$ cat config.mk
export PLATFORM = sky130hd
export DESIGN_NAME = spi_word_master
export DESIGN_NICKNAME = d
export VERILOG_FILES = /design/src/rtl/spi_wm_pkg.sv /design/src/rtl/spi_wm_csdec.sv /design/src/rtl/spi_wm_shifter.sv /design/src/rtl/spi_wm_regs.sv /design/src/rtl/spi_word_master.sv
export SDC_FILE = /design/constraint.sdc
export NUM_CORES = 1
export LEC_CHECK = 0
export BUFFER_PORTS_ARGS = -buffer_cell sky130_fd_sc_hd__buf_2
export CAP_MARGIN = 5
export CELL_PAD_IN_SITES_DETAIL_PLACEMENT = 2
export CELL_PAD_IN_SITES_GLOBAL_PLACEMENT = 2
export CORE_MARGIN = 2
export CORE_UTILIZATION = 32
export CTS_CLUSTER_DIAMETER = 80
export DETAILED_ROUTE_END_ITERATION = 10
export GPL_TIMING_DRIVEN = 0
export PLACE_DENSITY = 0.95
export SETUP_SLACK_MARGIN = 0.5
export SKIP_LAST_GASP = 1
export SYNTH_ARGS = -nofsm -noshare
export SYNTH_HDL_FRONTEND = slang
export SYNTH_SLANG_ARGS = --single-unit
$ cat constraint.sdc
create_clock -name clk -period 3.4 [get_ports clk]
set_clock_uncertainty 0.2 [all_clocks]
set_input_delay 0.68 -clock clk [delete_from_list [all_inputs] [get_ports clk]]
set_output_delay 0.68 -clock clk [all_outputs]
set_load 0.05 [all_outputs]
$ cat src/rtl/spi_wm_pkg.sv
// Shared offsets and field positions for the SPI word master.
// Assumes a byte-addressed register space with 32-bit registers.
package spi_wm_pkg;
    localparam logic [7:0] OFF_CTRL  = 8'h00;
    localparam logic [7:0] OFF_CFG   = 8'h04;
    localparam logic [7:0] OFF_DOUT  = 8'h08;
    localparam logic [7:0] OFF_DIN   = 8'h0C;
    localparam logic [7:0] OFF_CAUSE = 8'h10;
    localparam logic [7:0] OFF_MASK  = 8'h14;
    localparam int CTRL_IDX_LSB = 2;
    localparam int CFG_WIDE_BIT = 5;
endpackage

$ cat src/rtl/spi_wm_csdec.sv
// Select decoder: turns an index plus an enable into active-low select lines.
// Assumes the index is stable between register writes.
module spi_wm_csdec #(
    parameter int NCS = 8,
    localparam int IDX_W = (NCS > 1) ? $clog2(NCS) : 1
) (
    input  logic             clk,
    input  logic             rst_n,
    input  logic             en,
    input  logic [IDX_W-1:0] idx,
    output logic [NCS-1:0]   cs_n
);
    // One comparator per select line.
    for (genvar i = 0; i < NCS; i++) begin : g_line
        assign cs_n[i] = !(en && (idx == IDX_W'(i)));
    end

    p_cs_single_r2: assert property (@(posedge clk) disable iff (!rst_n)
        $countones(~cs_n) <= 1);
    p_cs_idle_r2: assert property (@(posedge clk) disable iff (!rst_n)
        !en |-> (&cs_n));
endmodule

$ cat src/rtl/spi_wm_shifter.sv
// Mode-0 shift engine: one tick per SCK half period. MOSI is launched on the
// falling edge and MISO is sampled on the rising edge. In wide mode the
// low byte goes first, and each byte is sent most significant bit first.
// Assumes start is ignored by design while busy.
module spi_wm_shifter #(
    parameter int WORD_W = 16,
    localparam int BYTE_W = WORD_W / 2,
    localparam int CNT_W = $clog2(WORD_W)
) (
    input  logic              clk,
    input  logic              rst_n,
    input  logic              start,
    input  logic              wide,
    input  logic [WORD_W-1:0] tx_word,
    input  logic              tick,
    input  logic              miso,
    output logic              busy,
    output logic              done,
    output logic              sclk,
    output logic              mosi,
    output logic [WORD_W-1:0] rx_word
);
    logic [WORD_W-1:0] tx_sh, rx_sh;
    logic [CNT_W-1:0]  bit_cnt;
    logic              wide_q, last_bit;

    // Final bit index depends on the width latched at start.
    assign last_bit = bit_cnt == (wide_q ? CNT_W'(WORD_W-1) : CNT_W'(BYTE_W-1));
    assign done     = busy && tick && sclk && last_bit;
    assign mosi     = tx_sh[WORD_W-1];
    // Reorder the captured stream so the first byte lands in the low byte.
    assign rx_word  = wide_q ? {rx_sh[BYTE_W-1:0], rx_sh[WORD_W-1:BYTE_W]}
                             : {{BYTE_W{1'b0}}, rx_sh[BYTE_W-1:0]};

    // Sequence the exchange: load, then alternate rise/sample and fall/shift.
    always_ff @(posedge clk) begin
        if (!rst_n) begin
            busy <= 1'b0; sclk <= 1'b0; wide_q <= 1'b0;
            tx_sh <= '0; rx_sh <= '0; bit_cnt <= '0;
        end else if (start && !busy) begin
            busy    <= 1'b1;
            sclk    <= 1'b0;
            wide_q  <= wide;
            tx_sh   <= wide ? {tx_word[BYTE_W-1:0], tx_word[WORD_W-1:BYTE_W]}
                            : {tx_word[BYTE_W-1:0], {BYTE_W{1'b0}}};
            rx_sh   <= '0;
            bit_cnt <= '0;
        end else if (busy && tick) begin
            if (!sclk) begin
                sclk  <= 1'b1;
                rx_sh <= {rx_sh[WORD_W-2:0], miso};
            end else begin
                sclk  <= 1'b0;
                tx_sh <= {tx_sh[WORD_W-2:0], 1'b0};
                if (last_bit) busy <= 1'b0;
                else          bit_cnt <= bit_cnt + 1'b1;
            end
        end
    end

    p_sclk_idle_r3: assert property (@(posedge clk) disable iff (!rst_n)
        !busy |-> !sclk);
    p_mosi_hold_r3: assert property (@(posedge clk) disable iff (!rst_n)
        (busy && $past(busy) && !$fell(sclk)) |-> $stable(mosi));
endmodule

$ cat src/rtl/spi_wm_regs.sv
// Register file: control, configuration, data-out (start), data-in, interrupt
// cause (write-one-to-clear) and mask. Reads are combinational on bus_addr.
// Assumes a write is one bus_sel cycle with bus_we high.
module spi_wm_regs
    import spi_wm_pkg::*;
#(
    parameter int ADDR_W = 8,
    parameter int NCS = 8,
    parameter int WORD_W = 16,
    localparam int IDX_W = (NCS > 1) ? $clog2(NCS) : 1
) (
    input  logic              clk,
    input  logic              rst_n,
    input  logic              bus_sel,
    input  logic              bus_we,
    input  logic [ADDR_W-1:0] bus_addr,
    input  logic [31:0]       bus_wdata,
    output logic [31:0]       bus_rdata,
    input  logic              busy,
    input  logic              done,
    input  logic [WORD_W-1:0] rx_word,
    output logic              start,
    output logic              wide,
    output logic              cs_en,
    output logic [IDX_W-1:0]  cs_idx,
    output logic              irq
);
    logic              wr, ready, cause, mask;
    logic [WORD_W-1:0] rx_q;
    wire               unused_hi = ^bus_wdata[31:WORD_W];

    assign wr    = bus_sel && bus_we;
    assign start = wr && (bus_addr == ADDR_W'(OFF_DOUT)) && !busy;
    assign irq   = cause && mask;

    // Configuration-type registers written directly from the bus.
    always_ff @(posedge clk) begin
        if (!rst_n) begin
            cs_en <= 1'b0; cs_idx <= '0; wide <= 1'b0; mask <= 1'b0;
        end else if (wr) begin
            if (bus_addr == ADDR_W'(OFF_CTRL)) begin
                cs_en  <= bus_wdata[0];
                cs_idx <= bus_wdata[CTRL_IDX_LSB +: IDX_W];
            end
            if (bus_addr == ADDR_W'(OFF_CFG))  wide <= bus_wdata[CFG_WIDE_BIT];
            if (bus_addr == ADDR_W'(OFF_MASK)) mask <= bus_wdata[0];
        end
    end

    // Completion state: ready flag, cause bit and captured word.
    always_ff @(posedge clk) begin
        if (!rst_n) begin
            ready <= 1'b0; cause <= 1'b0; rx_q <= '0;
        end else begin
            if (done) begin
                ready <= 1'b1;
                rx_q  <= rx_word;
            end else if (start) begin
                ready <= 1'b0;
            end
            if (done) cause <= 1'b1;
            else if (wr && bus_addr == ADDR_W'(OFF_CAUSE) && bus_wdata[0]) cause <= 1'b0;
        end
    end

    // Read multiplexer.
    always_comb begin
        bus_rdata = '0;
        case (bus_addr)
            ADDR_W'(OFF_CTRL): begin
                bus_rdata[0] = cs_en;
                bus_rdata[1] = ready;
                bus_rdata[CTRL_IDX_LSB +: IDX_W] = cs_idx;
            end
            ADDR_W'(OFF_CFG):   bus_rdata[CFG_WIDE_BIT] = wide;
            ADDR_W'(OFF_DIN):   bus_rdata[WORD_W-1:0] = rx_q;
            ADDR_W'(OFF_CAUSE): bus_rdata[0] = cause;
            ADDR_W'(OFF_MASK):  bus_rdata[0] = mask;
            default:            bus_rdata = '0;
        endcase
    end

    p_ready_clear_r7: assert property (@(posedge clk) disable iff (!rst_n)
        (wr && bus_addr == ADDR_W'(OFF_DOUT) && !busy) |=> !ready);
    p_ready_set_r7: assert property (@(posedge clk) disable iff (!rst_n)
        done |=> (ready && cause));
    p_cause_w1c_r9: assert property (@(posedge clk) disable iff (!rst_n)
        (wr && bus_addr == ADDR_W'(OFF_CAUSE) && bus_wdata[0] && !done) |=> !irq);
endmodule

$ cat src/rtl/spi_word_master.sv
// Top of the SPI word master: register file, mode-0 shift engine and select
// decoder. Assumes sck_tick is a one-cycle pulse from an external divider.
module spi_word_master
    import spi_wm_pkg::*;
#(
    parameter int ADDR_W = 8,
    parameter int NCS = 8,
    parameter int WORD_W = 16,
    localparam int IDX_W = (NCS > 1) ? $clog2(NCS) : 1
) (
    input  logic              clk,
    input  logic              rst_n,
    input  logic              bus_sel,
    input  logic              bus_we,
    input  logic [ADDR_W-1:0] bus_addr,
    input  logic [31:0]       bus_wdata,
    output logic [31:0]       bus_rdata,
    input  logic              sck_tick,
    output logic              spi_sclk,
    output logic              spi_mosi,
    input  logic              spi_miso,
    output logic [NCS-1:0]    spi_cs_n,
    output logic              irq
);
    logic              start, wide, busy, done, cs_en;
    logic [IDX_W-1:0]  cs_idx;
    logic [WORD_W-1:0] rx_word;

    spi_wm_regs #(.ADDR_W(ADDR_W), .NCS(NCS), .WORD_W(WORD_W)) u_regs (
        .clk(clk), .rst_n(rst_n), .bus_sel(bus_sel), .bus_we(bus_we),
        .bus_addr(bus_addr), .bus_wdata(bus_wdata), .bus_rdata(bus_rdata),
        .busy(busy), .done(done), .rx_word(rx_word), .start(start),
        .wide(wide), .cs_en(cs_en), .cs_idx(cs_idx), .irq(irq)
    );

    spi_wm_shifter #(.WORD_W(WORD_W)) u_shift (
        .clk(clk), .rst_n(rst_n), .start(start), .wide(wide),
        .tx_word(bus_wdata[WORD_W-1:0]), .tick(sck_tick), .miso(spi_miso),
        .busy(busy), .done(done), .sclk(spi_sclk), .mosi(spi_mosi),
        .rx_word(rx_word)
    );

    spi_wm_csdec #(.NCS(NCS)) u_cs (
        .clk(clk), .rst_n(rst_n), .en(cs_en), .idx(cs_idx), .cs_n(spi_cs_n)
    );

    p_busy_ignore_r8: assert property (@(posedge clk) disable iff (!rst_n)
        (busy && !done && bus_sel && bus_we && bus_addr == ADDR_W'(OFF_DOUT)) |=> busy);
endmodule

### Yosys cells after proc, flatten, opt, wreduce, memory -nomap -nowiden

Cells that the tools add are included.
Widths: inputs -> output; s select.

| operators by class | value |
|---|---|
| muxes and demuxes | 19 |
| eq/ne operators | 13 |
| reductions and logical operators | 42 |
| bitwise gates (word level) | 3 |
| add/sub/neg operators | 1 |

Operator list:

| cell | count |
|---|---|
| $mux 16 | 4 |
| $logic_and 1x1->1 | 18 |
| $eq 8x4->1 const B | 2 |
| $eq 8x5->1 const B | 2 |
| $eq 3x3->1 const B | 4 |
| $mux 10 | 1 |
| $reduce_and 2->1 | 5 |
| $reduce_bool 2->1 | 5 |
| $logic_not 1->1 | 9 |
| $mux 1 | 9 |
| $eq 8x3->1 const B | 1 |
| $logic_not 8->1 | 1 |
| $mux 8 | 1 |
| $pmux 4 s2 | 1 |
| $eq 3x2->1 const B | 2 |
| $reduce_and 3->1 | 2 |
| $add 4x1->4 const B | 1 |
| $eq 4x4->1 | 1 |
| $mux 4 | 1 |
| $pmux 1 s4 | 1 |
| $eq 3x1->1 const B | 1 |
| $logic_not 3->1 | 1 |
| $not 1->1 | 3 |
| $pmux 1 s2 | 1 |
| $reduce_or 2->1 | 1 |

| storage, ports and cells | value |
|---|---|
| output and inout port bits | 43 |
| register bits after elaboration | 63 |
| word-level logic and storage cells | 91 |
| input port bits | 46 |

### Logic depth before layout (Yosys ltp)

| depth | value |
|---|---|
| depth after elaboration | 6 |
| depth in mapped cells | 6 |
| gate-level depth less buffers | 5 |

### Cells and area by module

Synthesis repeated with hierarchy kept, for this count alone.

| second synthesis, totals | value |
|---|---|
| cell total of the unflattened synthesis | 356 |
| area total of the unflattened synthesis | 3200.6 um^2 |

By module, submodules not included:

| module | area each (um^2) | cells each | sequential area each (um^2) | times used |
|---|---|---|---|---|
| spi_wm_shifter | 1834.3 | 210 | 780.7 | 1 |
| spi_wm_regs | 1290.0 | 138 | 480.5 | 1 |
| spi_wm_csdec | 76.3 | 8 | 0.0 | 1 |

### Worst setup path after synthesis

No wires, ideal clock.

| path | value |
|---|---|
| kind | input port to output port |
| start point | input port bus_addr[3] |
| end point | output port bus_rdata[0] |
| path slack | 611 ps |
| arrival | 1909 ps |
| data required time | 2520 ps |
| cell stages on the path | 4 |
| buffers on the path | 0 |
| cell sequence | nor4b_1 -> a22oi_1 -> nor4_1 -> a221o_1 |

| between the ends | value |
|---|---|
| word-level cells in the longest chain between the ends | 2 |
| elaborated cells on any way between the ends | 5 |
| classes of those cells | eq/ne (3); mux (1); reduce/logical (1) |

RTL lines:

| item | line | text |
|---|---|---|
| from (decl) | spi_word_master.sv:15 | `input logic [ADDR_W-1:0] bus_addr,` |
| $eq 8x5->1, or another cell as far along | spi_wm_regs.sv:69 | `case (bus_addr)` |
| $pmux 1 s4 (*) | spi_wm_regs.sv:69 |  |
| to (decl) | spi_word_master.sv:17 | `output logic [31:0] bus_rdata,` |

Mark *: on every way between the ends. The rest lies on a longest branch, timed or not.

### Worst setup path in the final report

| path | value |
|---|---|
| start point | input port bus_addr[0] |
| end point | output port bus_rdata[0] |

Same word-level chain as after synthesis.

==> flow_metrics.env <==
export IMPL_status="completed"
export IMPL_cts_max_level=3
export IMPL_synth_area_per_cell_sq_um=8.45
export IMPL_min_from="u_regs.rx_q[8]$_SDFFE_PN0P_"
export IMPL_design_area_sq_um=4060
export IMPL_worstPathCellList="buf_8 -> nor4_4 -> a22oi_2 -> nor4_4 -> a221o_1 -> buf_6"
export IMPL_worstHoldPathCells=2
export IMPL_fin_hold_ws_ns=0.279
export IMPL_rrSetupSlack_ns=1.34
export IMPL_clkLatencyLatePin_ns=0.35
export IMPL_die_w_um=102
export IMPL_crit_arrival_ns=2.08
export IMPL_reg2reg_to="u_regs.cause$_SDFFE_PN0P_"
export IMPL_synth_cells=365
export IMPL_dpl_worst_slack_ns=-0.150
export IMPL_yosys_warnings=0
export IMPL_fin_ws_ns=0.441
export IMPL_synth_top_area_frac=0.409
export IMPL_antenna_left=0
export IMPL_start_util=0.332
export IMPL_path_common_cell="nor4_4"
export IMPL_hold_path_class="flop to flop"
export IMPL_required_ns=2.52
export IMPL_nNetsFinal=499
export IMPL_num_io_pins=89
export IMPL_peakVddDrop_uv=218
export IMPL_layout_drive_gt1_share=0.278
export IMPL_drc=0
export IMPL_dieArea_sq_um=10400
export IMPL_min_period_over_period=0.870
export IMPL_drtPass1Iterations=4
export IMPL_dp_hpwl_um=7650
export IMPL_path_class="primary input to primary output"
export IMPL_synthFlopType="dfxtp_1"
export IMPL_wire_per_inst_um=21.7
export IMPL_min_to="u_regs.rx_q[8]$_SDFFE_PN0P_"
export IMPL_grt_pass1_wl_um=17600
export IMPL_die_h_um=102
export IMPL_finalHoldViolations=0
export IMPL_reg2reg_depth=5
export IMPL_grt_max_degree=11
export IMPL_async_flop_share=0
export IMPL_cp_max_fo=4
export IMPL_worst_pin_slew_ns=0.583
export IMPL_synth_cell_types=44
export IMPL_rows=35
export IMPL_synth_edf_count=0
export IMPL_cp_num_buf_inv=2
export IMPL_antenna_found_initial=0
export IMPL_placed_area_sq_um=3580
export IMPL_io_buffer_count=55
export IMPL_clkSinkCount=63
export IMPL_cts_tree="done"
export IMPL_cpMaxStageDelayCell="nor4_4"
export IMPL_post_route_util=0.437
export IMPL_gp_congestion=0.802
export IMPL_cts_made_buffers=9
export IMPL_synth_area_sq_um=3080
export IMPL_routed_via_density=5.20
export IMPL_max_slew_margin_rel=0.610
export IMPL_dr_total_vias=3049
export IMPL_grt_overflow=0
export IMPL_p_per_area_nw_per_um2=401
export IMPL_synth_area_leaders="dfxtp_1 41%, nand2_1 11%, buf_4 5.6%"
export IMPL_grt_setup_unrepaired="true"
export IMPL_crit_family="simple AND/OR/NAND/NOR gates"
export IMPL_drv_slew=0
export IMPL_seq_area_frac_synth=0.409
export IMPL_rr_startpoint="u_shift.busy$_SDFFE_PN0P_"
export IMPL_max_freq_mhz=338
export IMPL_cp_start_kind="primary input"
export IMPL_fp_coreArea_sq_um=9280
export IMPL_maxCapViolCount=0
export IMPL_areaGrowthSynthToFinish_pct=31.5
export IMPL_wirelength_um=12700
export IMPL_max_stage_delay_ns=0.41
export IMPL_clockBufferDepth=2
export IMPL_grt_pass1_vias=3220
export IMPL_clk_transition_reported_paths_ns=0.07
export IMPL_setup_violations_final=0
export IMPL_synth_seq_cells=63
export IMPL_end_kind="primary output"
export IMPL_track_usage=0.225
export IMPL_fin_crit_ns=2.96
export IMPL_num_antenna_cells=0
export IMPL_power_leakage_nw=1.83
export IMPL_root_buffer="clkbuf_8"
export IMPL_drt_iter0_drc=134
export IMPL_yosys_area_top_type="dfxtp_1"
[layout by cell type (no fill, tap or decap), types with 2 or more instances in the layout]
master,n
a21boi_0,5
a21boi_1,5
a21oi_1,26
a22o_1,4
and2_1,4
and2_4,7
and3_1,9
and4_1,2
buf_2,45
buf_4,29
buf_6,16
buf_8,2
bufinv_16,2
clkbuf_1,9
clkbuf_4,2
clkbuf_8,11
conb_1,16
dfxtp_1,63
mux2i_1,15
nand2_1,89
nand3_1,25
nand4_1,2
nor2_1,8
nor2b_1,10
nor4_4,3
o211a_1,16
o21a_1,7
xor2_1,2
[stage by stage]
step | instances | setup TNS, ns | total power, mW
2_1_floorplan | 380 | 0 | 0.827
3_3_place_gp | 564 | 0 | 0.856
3_5_place_dp | 564 | -0.150 | 0.858
4_1_cts | 583 | 0 | 1.62
5_1_grt | 586 | 0 | 1.68
6_report | 586 | 0 | 1.62
[worst reg2reg max path, cell delays in order (launching register included)]
cell and delay (ns):
dfxtp_1 0.50, nand3_4 0.22, nor3_4 0.48, buf_6 0.22, o21ai_1 0.07, a31oi_1 0.27
[cell type report]
cell class / count / area, sq um
Clock buffer: 13 / 159
Timing Repair Buffer: 61 / 437
Fill cell: 1035 / 5230
Tap cell: 129 / 161
Clock inverter: 3 / 65.1
Buffer: 41 / 283
Multi-Input combinational cell: 276 / 1690
Sequential cell: 63 / 1260
[per-layer routing]
layer,vias to the layer above,GRT usage,part of all wire,routed length (um)
met5,-,0,0,0
met4,0,0.0656,0.031,399
met2,98,0.425,0.53,6710
li1,1400,-,-,-
met1,1524,0.253,0.41,5160
met3,27,0.0465,0.037,465
[state kept, by name, summed over array words and instances (netlist names)]
register / count
u_regs.ready: 1
u_regs.wide: 1
u_regs.rx_q: 16
u_regs.mask: 1
u_shift.rx_sh: 16
u_shift.busy: 1
u_regs.cs_idx: 3
u_shift.tx_sh: 16
u_regs.cause: 1
u_shift.wide_q: 1
u_regs.cs_en: 1
u_shift.sclk: 1
u_shift.bit_cnt: 4
[cells by family after synthesis]
group | Yosys count | share of synthesized area
compound gates | 71 | 0.167
simple gates | 170 | 0.273
fa+ha+maj | 1 | 0.00406
xor+xnor | 3 | 0.0110
buf+inv | 41 | 0.0864
other cells | 1 | 0.00122
flops | 63 | 0.409
mux | 15 | 0.0487
[cell usage after synthesis, types with 2 or more instances]
cell and n:
nand3_1 25, and4_1 2, a21boi_1 5, buf_6 2, buf_2 9, and2_1 12, clkbuf_1 7, o211a_1 16
nand4_1 2, and3_1 9, o21a_1 7, buf_4 23, nand2_1 89, nor2b_1 10, a22o_1 4, xor2_1 2
mux2i_1 15, a21oi_1 26, nor2_1 8, nor4_1 2, a21boi_0 5, dfxtp_1 63
[timing repair]
action                     4_1_cts  5_1_grt
pin swaps                        2        5
buffers inserted                 3        2
setup endpoints to repair       16       13
hold buffers                     0        0
gates cloned                     0        1
resized for setup               23       32
[report_power, final]
| part | internal [mW] | switching (mW) | total [mW] |
|---|---|---|---|
| combinational | 0.0394 | 0.0784 | 0.118 |
| clock | 0.454 | 0.316 | 0.770 |
| sequential | 0.737 | 0.000225 | 0.738 |
| total | 1.23 | 0.395 | 1.62 |
[worst max path at each step]
stage                      startpoint      endpoint  slack (ns)  depth (start not counted)
final                     bus_addr[0]  bus_rdata[0]        0.44                          6
after global routing      bus_addr[0]  bus_rdata[0]        0.39                          6
after CTS                 bus_addr[3]  bus_rdata[0]        0.45                          6
after detailed placement  bus_addr[3]  bus_rdata[0]       -0.15                          6
after global placement    bus_addr[3]  bus_rdata[0]        0.16                          6
after floorplan           bus_addr[3]  bus_rdata[0]        0.61                          4
Power figures use the tool's default switching activity.
